--- src/rtl/reconf_tile.sv ---
module reconf_tile #(
  parameter int N = 4,
  parameter int SEED_ROW = 0,
  parameter logic [N*N-1:0] EMPTY_MASK = (N*N)'(1) | ((N*N)'(1) << N)
) (
  input  logic         clk,
  input  logic         rst_n,
  input  logic         step_i,
  input  logic         commit_i,
  input  logic         seed_clk_i,
  input  logic         seed_dat_i,
  output logic         seed_done_o,
  input  logic [N-1:0] west_i,
  input  logic [N-1:0] north_i,
  input  logic [N-1:0] east_i,
  input  logic [N-1:0] south_i,
  output logic [N-1:0] west_o,
  output logic [N-1:0] north_o,
  output logic [N-1:0] east_o,
  output logic [N-1:0] south_o
);
  localparam int CELLS = N*N;
  localparam logic [2:0] MD_ZERO = 3'b000, MD_ONE = 3'b001, MD_WIRE = 3'b010,
                         MD_MUX = 3'b011, MD_OPEN = 3'b100;

  logic [CELLS-1:0]   val;
  logic [4*CELLS-1:0] kout, dout;

  for (genvar r = 0; r < N; r++) begin : g_row
    for (genvar c = 0; c < N; c++) begin : g_col
      localparam int ID = r*N + c;
      localparam bit OPEN = EMPTY_MASK[ID];
      localparam logic [1:0] RPAR = (r == SEED_ROW && c == 0) ? 2'd0 :
                                    (r > SEED_ROW) ? 2'd1 : (r < SEED_ROW) ? 2'd3 : 2'd0;
      localparam logic [6:0] RBODY = OPEN ? {RPAR, 2'b00, MD_OPEN}
                                          : {2'd0, 2'b00, ((c % 2) == 1) ? MD_ONE : MD_ZERO};

      logic [3:0] ain, kin, din;
      logic [6:0] body, sh;
      logic [2:0] cnt;
      logic       pend, full_q, pclk_q, v_q, v_nxt;
      logic [3:0] fclk, fdat, open_c, pick;
      logic [1:0] par, o, o1, o2;
      logic       pk, pd, rise;

      if (c == 0) begin : g_wl
        assign ain[0] = west_i[r];
        assign kin[0] = (r == SEED_ROW) ? seed_clk_i : 1'b0;
        assign din[0] = (r == SEED_ROW) ? seed_dat_i : 1'b0;
      end else begin : g_wn
        assign ain[0] = val[ID-1];
        assign kin[0] = kout[4*(ID-1)+2];
        assign din[0] = dout[4*(ID-1)+2];
      end
      if (r == 0) begin : g_nl
        assign ain[1] = north_i[c];
        assign kin[1] = 1'b0;
        assign din[1] = 1'b0;
      end else begin : g_nn
        assign ain[1] = val[ID-N];
        assign kin[1] = kout[4*(ID-N)+3];
        assign din[1] = dout[4*(ID-N)+3];
      end
      if (c == N-1) begin : g_el
        assign ain[2] = east_i[r];
        assign kin[2] = 1'b0;
        assign din[2] = 1'b0;
      end else begin : g_en
        assign ain[2] = val[ID+1];
        assign kin[2] = kout[4*(ID+1)+0];
        assign din[2] = dout[4*(ID+1)+0];
      end
      if (r == N-1) begin : g_sl
        assign ain[3] = south_i[c];
        assign kin[3] = 1'b0;
        assign din[3] = 1'b0;
      end else begin : g_sn
        assign ain[3] = val[ID+N];
        assign kin[3] = kout[4*(ID+N)+1];
        assign din[3] = dout[4*(ID+N)+1];
      end

      assign par  = body[6:5];
      assign o    = body[4:3];
      assign o1   = o + 2'd1;
      assign o2   = o + 2'd2;
      assign pk   = kin[par];
      assign pd   = din[par];
      assign rise = pk & ~pclk_q;

      for (genvar s = 0; s < 4; s++) begin : g_side
        assign open_c[s] = (par != 2'(s)) & din[s] & ~kin[s];
        assign kout[4*ID+s] = (par == 2'(s)) ? full_q : fclk[s];
        assign dout[4*ID+s] = (par == 2'(s)) ? 1'b1   : fdat[s];
      end

      always_comb begin
        pick = 4'b0000;
        if      (open_c[0]) pick = 4'b0001;
        else if (open_c[1]) pick = 4'b0010;
        else if (open_c[2]) pick = 4'b0100;
        else if (open_c[3]) pick = 4'b1000;
      end

      always_comb begin
        case (body[2:0])
          MD_ONE:  v_nxt = 1'b1;
          MD_WIRE: v_nxt = ain[o];
          MD_MUX:  v_nxt = ain[o] ? ain[o2] : ain[o1];
          default: v_nxt = 1'b0;
        endcase
      end

      always_ff @(posedge clk or negedge rst_n) begin
        if (!rst_n) begin
          body   <= RBODY;
          sh     <= '0;
          cnt    <= OPEN ? 3'd0 : 3'd7;
          pend   <= 1'b0;
          full_q <= !OPEN;
          pclk_q <= 1'b0;
          fclk   <= '0;
          fdat   <= '0;
          v_q    <= 1'b0;
        end else begin
          pclk_q <= pk;
          fclk   <= '0;
          fdat   <= '0;
          if (rise) begin
            if (|open_c) begin
              fclk <= pick;
              fdat <= pick & {4{pd}};
            end else if (cnt != 3'd7) begin
              sh  <= {sh[5:0], pd};
              cnt <= cnt + 3'd1;
              if (cnt == 3'd6) pend <= 1'b1;
            end
          end
          full_q <= (cnt == 3'd7) && !(|open_c);
          if (commit_i && pend) begin
            body <= sh;
            pend <= 1'b0;
          end
          if (step_i) v_q <= v_nxt;
        end
      end

      assign val[ID] = v_q;
    end
  end

  for (genvar i = 0; i < N; i++) begin : g_edge
    assign west_o[i]  = val[i*N];
    assign east_o[i]  = val[i*N + N-1];
    assign north_o[i] = val[i];
    assign south_o[i] = val[(N-1)*N + i];
  end

  assign seed_done_o = kout[4*(SEED_ROW*N)];
endmodule

--- config.mk ---
export PLATFORM = sky130hd
export DESIGN_NAME = reconf_tile
export DESIGN_NICKNAME = d
export VERILOG_FILES = /design/src/rtl/reconf_tile.sv
export SDC_FILE = /design/constraint.sdc
export NUM_CORES = 1
export LEC_CHECK = 0
export ABC_CLOCK_PERIOD_IN_PS = 5800
export BUFFER_PORTS_ARGS = -buffer_cell sky130_fd_sc_hd__buf_4
export CAP_MARGIN = 20
export CORE_MARGIN = 4
export CORE_UTILIZATION = 68
export DETAILED_ROUTE_END_ITERATION = 12
export PLACE_DENSITY = 0.89
export SLEW_MARGIN = 20
export SYNTH_ARGS = -nofsm -noshare
export SYNTH_HDL_FRONTEND = slang
export SYNTH_SLANG_ARGS = --single-unit
--- constraint.sdc ---
create_clock -name clk -period 5.8 [get_ports clk]
set_clock_uncertainty 0.2 [all_clocks]
set_input_delay 0.58 -clock clk [delete_from_list [all_inputs] [get_ports clk]]
set_output_delay 0.58 -clock clk [all_outputs]
set_load 0.02 [all_outputs]
## Word level (Yosys, flattened, before mapping)

Cells that the tools add are included.

| operators by class | value |
|---|---|
| reductions and logical operators | 170 |
| bitwise operators | 211 |
| $add $sub $neg | 48 |
| eq/ne operators | 184 |
| $lt $le $gt $ge | 64 |
| mux-type cells | 482 |

Operators by type and width:

| operator | number |
|---|---|
| two-way mux 4 bit | 87 |
| two-way mux 1 bit | 273 |
| < comparator 2 x 3 -> 1 bit (second input constant) | 64 |
| binary-select mux 1 bit (select 2 bit) | 80 |
| nonzero test 2 bit | 61 |
| bitwise AND 1 bit | 114 |
| == test 3 x 2 -> 1 bit (second input constant) | 32 |
| == test 3 bit (second input constant) | 32 |
| inverter 1 bit | 81 |
| AND reduction 4 bit | 16 |
| two-way mux 3 bit | 20 |
| inequality test 2 x 1 -> 1 bit (second input constant) | 28 |
| adder 3 x 1 -> 3 bit (second input constant) | 16 |
| bitwise AND 4 bit | 12 |
| == test 2 bit (second input constant) | 24 |
| == test 3 x 1 -> 1 bit (second input constant) | 16 |
| inequality test 2 bit (second input constant) | 24 |
| inequality test 3 bit (second input constant) | 16 |
| one-hot mux 1 bit (3 select lines) | 16 |
| AND reduction 3 bit | 16 |
| adder 2 x 1 -> 2 bit (second input constant) | 16 |
| adder 2 bit (second input constant) | 16 |
| logical AND 1 bit | 32 |
| OR reduction 3 bit | 9 |
| 8 further kinds | 58 |

| storage, ports and cells | value |
|---|---|
| logic and storage cells | 1303 |
| bits in registers | 454 |
| output and inout bits | 17 |
| bits of input ports | 22 |

## Logic depth before layout (Yosys ltp)

Gate-level depths: netlist of run 1.

| depth | value |
|---|---|
| depth after elaboration | 11 |
| gate-level depth with buffers | 8 |

## Worst setup path after synthesis of run 1

No wires, ideal clock.

| path | value |
|---|---|
| kind | reg-to-reg |
| from | reg g_row[0].g_col[1].full_q |
| to | reg g_row[0].g_col[0].sh[0] |
| slack | 3216 ps |
| data required time | 5475 ps |
| path buffers | 1 |
| cell stages (with the launch flop) | 7 |
| arrival time | 2259 ps |
| period minus slack after synthesis | 2584 ps |
| cell sequence | dfstp_2 -> or3b_1 -> a211o_1 -> o311a_1 -> or4b_4 -> buf_6 -> mux2_4 |

| on the way | value |
|---|---|
| word-level cells in the longest chain between the ends | 6 |
| elaborated cells between the ends (all ways) | 9 |

Ends and longest elaborated chain:

| item | RTL line | source |
|---|---|---|
| from (decl) | 41 | `logic pend, full_q, pclk_q, v_q, v_nxt;` |
| from (signal assigned) | 120 | `full_q <= !OPEN;` |
| from (signal assigned) | 139 | `full_q <= (cnt == 3'd7) && !(\|open_c);` |
| two-way mux 1 bit (*) | 93 | `assign kout[4*ID+s] = (par == 2'(s)) ? full_q : fclk[s];` |
| branches (longest 4 deep; another with binary-select mux 1 bit (select 2 bit)) | n/a |  |
| AND reduction 3 bit (no source line) (*) | n/a |  |
| to (signal assigned) | 134 | `sh <= {sh[5:0], pd};` |
| to (decl) | 39 | `logic [6:0] body, sh;` |

Mark *: on every way between the ends. The select of a mux whose other input is x is not followed.
A chain may end at the register's enable or synchronous reset.

## Worst setup path after layout of run 1

| path | value |
|---|---|
| from | reg g_row[1].g_col[1].body[5] |
| to | reg g_row[1].g_col[2].sh[6] |

| on the way | value |
|---|---|
| word-level cells in the longest chain between the ends | 7 |
| elaborated cells between the ends (all ways) | 12 |

Ends and longest elaborated chain:

| item | RTL line | source |
|---|---|---|
| from (decl) | 39 |  |
| from (signal assigned) | 141 | `body <= sh;` |
| == test 2 bit (*) | 93, 94 |  |
| two-way mux 1 bit (on tied branches) | 94, 93 |  |
| bitwise AND 1 bit or inverter 1 bit (tied branches) | 92 | `assign open_c[s] = (par != 2'(s)) & din[s] & ~kin[s];` |
| bitwise AND 1 bit | 92 |  |
| OR reduction 4 bit | 130 | `if (\|open_c) begin` |
| inverter 1 bit (no source line) | n/a |  |
| AND reduction 3 bit (no source line) (*) | n/a |  |
| to (signal assigned) | 134 |  |
| to (decl) | 39 |  |

Mark *: on every way between the ends. The rest lies on a longest branch, timed or not. The select of a mux whose other input is x is not followed.

==> impl_metrics.py, run 1 <==
metrics = {
    "run_status": {
        "outcome": "completed",
    },
    "pwr": {
        "leakage_nw": 10.7,
        "p_per_area_nw_per_um2": 262,
        "power_mw": 6.04,
        "vdd_drop_max_mv": 0.259,
    },
    "critical_path": {
        "cp_slowest_cell": "o2111ai_1",
        "required_ns": 6.02,
        "endpoint_kind": "flip-flop",
        "startpoint_type": "flip-flop",
        "r2r_slack_ns": 2.44,
        "crit_type": "reg2reg",
        "critPathLaunch": "g_row[1].g_col[1].body[5]$_DFFE_PN0P_",
        "r2r-start": "g_row[1].g_col[1].body[5]$_DFFE_PN0P_",
        "cpPeakStageDelay_ns": 0.90,
        "critical_path_arrival_ns": 3.58,
        "timing.rr.end": "g_row[1].g_col[2].sh[6]$_DFFE_PN0P_",
        "worst_r2r_path_depth": 5,
        "cp_max_fo": 23,
        "path_cells": "and2b_1 -> o21ai_0 -> a2111oi_1 -> o2111ai_1 -> mux2_2",
    },
    "floorplan": {
        "die-area_um2": 34200,
        "start_util": 0.693,
        "fp.dieH_um": 185,
        "core_area_um2": 30700,
        "io_pins": 39,
        "dieWidth_um": 185,
        "fp-row-count": 64,
    },
    "clock_network": {
        "clk_path_buf_depth": 3,
        "cts_tree": "done",
        "insertion_delay_ns": 0.54,
        "postCtsSetupBuffers": 0,
        "cts-resized-gates": 0,
        "htree_levels": 2,
        "cts_buffers": 43,
        "path_clk_slew_ns": 0.06,
        "clock_sinks": 433,
        "root_buffer": "clkbuf_16",
        "cts_hold_buf": 1,
    },
    "synth": {
        "synthCells": 1829,
        "synth_fp_nets": 1899,
        "synth_cell_type_count": 80,
        "synth_area_um2": 21300,
        "async_reset_ff_frac": 1.00,
        "synth_seq_area_share": 0.512,
        "synth-seq-cells": 433,
        "synth.avg_cell_area_um2": 11.7,
        "yosys_warnings": 0,
        "synth_edf_count": 0,
        "synth_flop_cell": "dfrtp_1",
    },
    "finish": {
        "area_delta_synth_final_pct": 8.31,
        "multi_input_area_um2": 9640,
        "final_layout_size_suffix_gt1_frac": 0.255,
        "seqCellArea_um2": 10900,
        "n_fill_cell": 1958,
        "final_area_um2": 23100,
        "nets": 1900,
    },
    "grt": {
        "grt_max_degree": 184,
        "grtUsageTotal": 0.267,
        "grt_overflow": 0,
        "grt_pass1_wl_um": 74900,
        "grt_pass1_vias": 14900,
        "antenna_found_initial": 0,
    },
    "place": {
        "dp_hpwl_um": 29600,
        "gp_congestion": 0.909,
        "portBuffers": 38,
        "post_dp_cell_area_um2": 21700,
    },
    "drt": {
        "wl_per_cell_um": 19.9,
        "drt-pass1-iter-count": 6,
        "wl_um": 45100,
        "viasPerCell": 6.38,
        "drc": 0,
        "ant_nets": 0,
        "vias": 14400,
        "drt_iter0_drc": 1172,
    },
    "sta": {
        "drv_slew": 0,
        "grt_setup_unrepaired": "false",
        "finalSetupViolCount": 0,
        "finalSetupTns_ns": 0,
        "max_slew_margin": 0.245,
        "final_hold_viol_count": 0,
        "timing.final.crit_period_ns": 3.36,
        "timing.final.crit_share": 0.579,
        "holdWs_ns": 0.0958,
        "max_freq_mhz": 298,
        "worstMarginPinSlew_ns": 1.13,
    },
    "hold_path": {
        "hold_depth": 2,
        "min_from": "seed_clk_i",
        "hold_path_class": "in2reg",
        "whs_endpoint": "g_row[0].g_col[0].pclk_q$_DFF_PN0_",
    },
    "flow_run": {
        "drv_cap": 0,
    },
}
==> layer usage <==
metal | track usage | share of wire
met4 | 0.0895 | 0.030
met2 | 0.444 | 0.49
met5 | 0 | 0
met3 | 0.0442 | 0.050
met1 | 0.363 | 0.43
==> stage by stage <==
stage               worst slack [ns]  utilization  instances
finish                          2.44        0.751       2260
global route                    2.27        0.751       2259
CTS                             2.55        0.750       2258
detailed placement              2.59        0.705       2179
global placement                2.71        0.705       2179
floorplan                       3.22            -       1829
==> worst max path at each step <==
stage	depth (start not counted)	endpoint	slack, ns
2_1_floorplan	6	g_row[0].g_col[0].sh[0]$_DFFE_PN0P_	3.22
3_3_place_gp	5	g_row[2].g_col[2].sh[2]$_DFFE_PN0P_	2.71
3_5_place_dp	5	g_row[1].g_col[2].sh[0]$_DFFE_PN0P_	2.59
4_1_cts	5	g_row[1].g_col[2].sh[6]$_DFFE_PN0P_	2.55
5_1_grt	5	g_row[1].g_col[2].sh[0]$_DFFE_PN0P_	2.27
6_report	5	g_row[1].g_col[2].sh[6]$_DFFE_PN0P_	2.44
==> synthesized netlist by cell type (all sizes together) (34+ instances only) <==
master,number,share of area
a21oi,54,0.013
buf,55,0.016
dfrtp,366,0.43
dfstp,67,0.083
ha,48,0.028
inv,82,0.014
mux2,246,0.13
nand2,68,0.012
nand2b,74,0.022
nand3b,38,0.013
nor2,145,0.026
nor3,34,0.0080
o21ai,68,0.016
==> worst max-delay path: cells and delay by family (launching register included) <==
kind | cells | cell delay [ns]
flops | 1 | 0.72
compound gates | 3 | 1.60
mux | 1 | 0.43
simple gates | 1 | 0.28
==> power by group <==
part | switching [mW] | total, mW | internal, mW
combinational | 0.138 | 0.224 | 0.0863
clock | 1.15 | 2.70 | 1.55
sequential | 0.0357 | 3.11 | 3.08
==> final cells by class <==
cell class | instances | area share
clock buffers | 66 | 0.0565
well taps | 396 | 0.0215
diodes | 1 | 0.000108
multi-input cells | 1228 | 0.418
flip-flops and latches | 433 | 0.473
clock inverters | 12 | 0.00276
inverters | 82 | 0.0133
repair buffers | 42 | 0.0151
==> layout by cell type (no fill, tap or decap), types with 20 or more instances in the layout <==
master and instances:
nor2_1 145, buf_4 37, inv_1 82, nor2b_1 24, nand3_1 20, dfstp_2 67
nor3_1 34, o21ai_0 68, a21oi_1 54, nand2_1 68, clkbuf_16 45, o2111ai_1 20
and3b_1 20, mux2i_1 32, ha_1 48, mux2_2 228, dfrtp_1 366, nand2b_1 74
nand3b_1 38, nor3b_1 24
==> sequential cells by signal (all words and copies together), names as in the netlist <==
register            cells
g_row.g_col.pclk_q     16
g_row.g_col.sh        112
g_row.g_col.body      112
g_row.g_col.full_q     16
g_row.g_col.v_q        16
g_row.g_col.pend       16
g_row.g_col.fclk       49
g_row.g_col.cnt        48
g_row.g_col.fdat       48
==> cell families after synthesis <==
family          Yosys count  share of synthesized area
mux                     294                      0.164
fa+ha+maj                48                     0.0282
flops                   433                      0.512
simple gates            546                      0.145
xor+xnor                 16                    0.00657
buf+inv                 168                     0.0363
compound gates          324                      0.107
Note: power is estimated with default switching activity, not from simulation.
==> run 2, diff against run 1 <==
ABC_CLOCK_PERIOD_IN_PS = 2850   (was 5800)
CORE_UTILIZATION = 57   (was 68)
PLACE_DENSITY = 0.8   (was 0.89)
clock period = 2.85 ns   (was 5.8 ns; I/O delays follow)
==> impl_metrics.py, run 2 (synthesis results as in run 1) <==
metrics = {
    "sta": {
        "max_freq_mhz": 370,
        "worst_slack_ns": 0.147,
        "timing.final.crit_share": 0.949,
        "final_hold_viol_count": 0,
        "max_slew_margin": 0.476,
        "grt_setup_unrepaired": "false",
        "holdWs_ns": 0.0239,
        "worstMarginPinSlew_ns": 0.784,
        "finalSetupTns_ns": 0,
        "timing.final.crit_period_ns": 2.70,
        "drv_slew": 0,
        "finalSetupViolCount": 0,
    },
    "clock_network": {
        "htree_levels": 2,
        "cts_tree": "done",
        "cts_buffers": 46,
        "path_clk_slew_ns": 0.06,
        "root_buffer": "clkbuf_16",
        "clk_path_buf_depth": 3,
        "clock_sinks": 433,
        "insertion_delay_ns": 0.56,
    },
    "grt": {
        "antenna_found_initial": 1,
        "grtUsageTotal": 0.223,
        "grt_max_degree": 91,
        "grt_overflow": 0,
        "grt_pass1_vias": 14900,
        "grt_pass1_wl_um": 75600,
    },
    "pwr": {
        "leakage_nw": 11.1,
        "vdd_drop_max_mv": 0.556,
        "power_mw": 12.9,
        "p_per_area_nw_per_um2": 538,
    },
    "critical_path": {
        "critical_path_arrival_ns": 2.94,
        "endpoint_kind": "flip-flop",
        "cp_top_family": "compound AO/OA/AOI/OAI gates",
        "cp_slowest_cell": "dfrtp_1",
        "timing.critical_path.buf_inv": 1,
        "required_ns": 3.09,
        "cpPeakStageDelay_ns": 0.59,
        "startpoint_type": "flip-flop",
        "crit_type": "reg2reg",
        "cp_max_fo": 16,
        "path_cells": "nand2b_1 -> a2111oi_0 -> buf_4 -> or4_1 -> a211o_1 -> mux2_2",
    },
    "drt": {
        "wl_um": 45100,
        "drc": 0,
        "wl_per_cell_um": 18.8,
        "ant_nets": 0,
        "drt-pass1-iter-count": 5,
        "drt_iter0_drc": 1023,
        "vias": 14400,
        "viasPerCell": 5.98,
    },
    "run_status": {
        "outcome": "completed",
    },
    "finish": {
        "insertedDiodeCount": 0,
        "seqCellArea_um2": 10900,
        "largest_registers": "g_row.g_col.body (112), g_row.g_col.sh (112), g_row.g_col.fclk (49)",
        "mostFrequentLayoutCells": "364 x dfrtp_1, 228 x mux2_2, 145 x nor2_1",
        "final_layout_size_suffix_gt1_frac": 0.282,
        "multi_input_area_um2": 9630,
        "layout_commonest_cell": "dfrtp_1",
        "nets": 1970,
        "finalNonFillerCells": 2406,
        "n_fill_cell": 2715,
        "area_delta_synth_final_pct": 12.2,
    },
    "floorplan": {
        "start_util": 0.579,
        "die-area_um2": 40600,
        "dieWidth_um": 201,
        "fp-row-count": 70,
        "io_pins": 39,
        "core_area_um2": 36800,
        "fp.dieH_um": 201,
    },
    "place": {
        "portBuffers": 38,
        "dp.cells": 2317,
        "gp_congestion": 0.901,
        "dp_hpwl_um": 31400,
        "dp_slack_ns": 0.134,
    },
    "hold_path": {
        "hold_path_class": "in2reg",
    },
    "flow_run": {
        "drv_cap": 0,
    },
}
## run 2: cell types whose count changed in the layout (fill, tap and decap cells not counted), sizes merged
cell         before  now
buf              41  106
bufinv            0    2
clkbuf           66   77
clkinv           12    6
clkinvlp          0    1
diode             1    0
dlygate4sd3       1    3
## run 2: worst min-delay path: stages
cell and delay, ns:
buf_4 0.27, nand2b_1 0.13, o22ai_1 0.05
## run 2: routing by layer
layer | GRT usage | up-vias | share of wire
li1 | - | 6760 | -
met1 | 0.314 | 7278 | 0.46
met2 | 0.366 | 273 | 0.48
met3 | 0.0329 | 71 | 0.038
met4 | 0.0603 | 0 | 0.021
met5 | 0 | - | 0
## run 2: final timing paths
path / from / end / slack, ns / cells past startpoint
max: g_row[3].g_col[1].body[5]$_DFFE_PN0P_ / g_row[2].g_col[1].sh[1]$_DFFE_PN0P_ / 0.15 / 6
max reg2reg: g_row[3].g_col[1].body[5]$_DFFE_PN0P_ / g_row[2].g_col[1].sh[1]$_DFFE_PN0P_ / 0.15 / 6
max in group asynchronous: rst_n / g_row[2].g_col[2].cnt[1]$_DFFE_PN1P_ / 1.44 / 3
min reg2reg: g_row[3].g_col[3].pclk_q$_DFF_PN0_ / g_row[3].g_col[3].fclk[0]$_DFF_PN0_ / 0.26 / 1
min: step_i / g_row[1].g_col[0].v_q$_DFFE_PN0P_ / 0.02 / 3
min in group asynchronous: rst_n / g_row[0].g_col[0].body[3]$_DFFE_PN0P_ / 0.15 / 2
## run 2: timing repair
item	4_1_cts	5_1_grt
gates resized for setup	0	5
hold buffers	3	0
endpoints found under the setup margin	0	24
setup buffers	0	0
endpoints found under the hold margin	79	0
## run 2: report_power, final
group / total [mW] / internal [mW] / switching (mW)
combinational: 0.479 / 0.197 / 0.283
sequential: 6.34 / 6.26 / 0.0712
clock: 6.05 / 3.64 / 2.41
total: 12.9 / 10.1 / 2.76
## run 2: metrics by stage
step	util	cell area (µm²)
3_3_place_gp	0.607	22300
6_report	0.650	23900
2_1_floorplan	-	21300
4_1_cts	0.650	23900
3_5_place_dp	0.607	22300
5_1_grt	0.650	23900
## run 2: layout make-up
| cell class | count | share of cell area |
|---|---|---|
| Sequential cell | 433 | 0.457 |
| Multi-Input combinational cell | 1228 | 0.403 |
| Clock buffer | 77 | 0.0607 |
| Timing Repair Buffer | 109 | 0.0380 |
| Tap cell | 468 | 0.0245 |
| Inverter | 82 | 0.0129 |
| Clock inverter | 9 | 0.00424 |
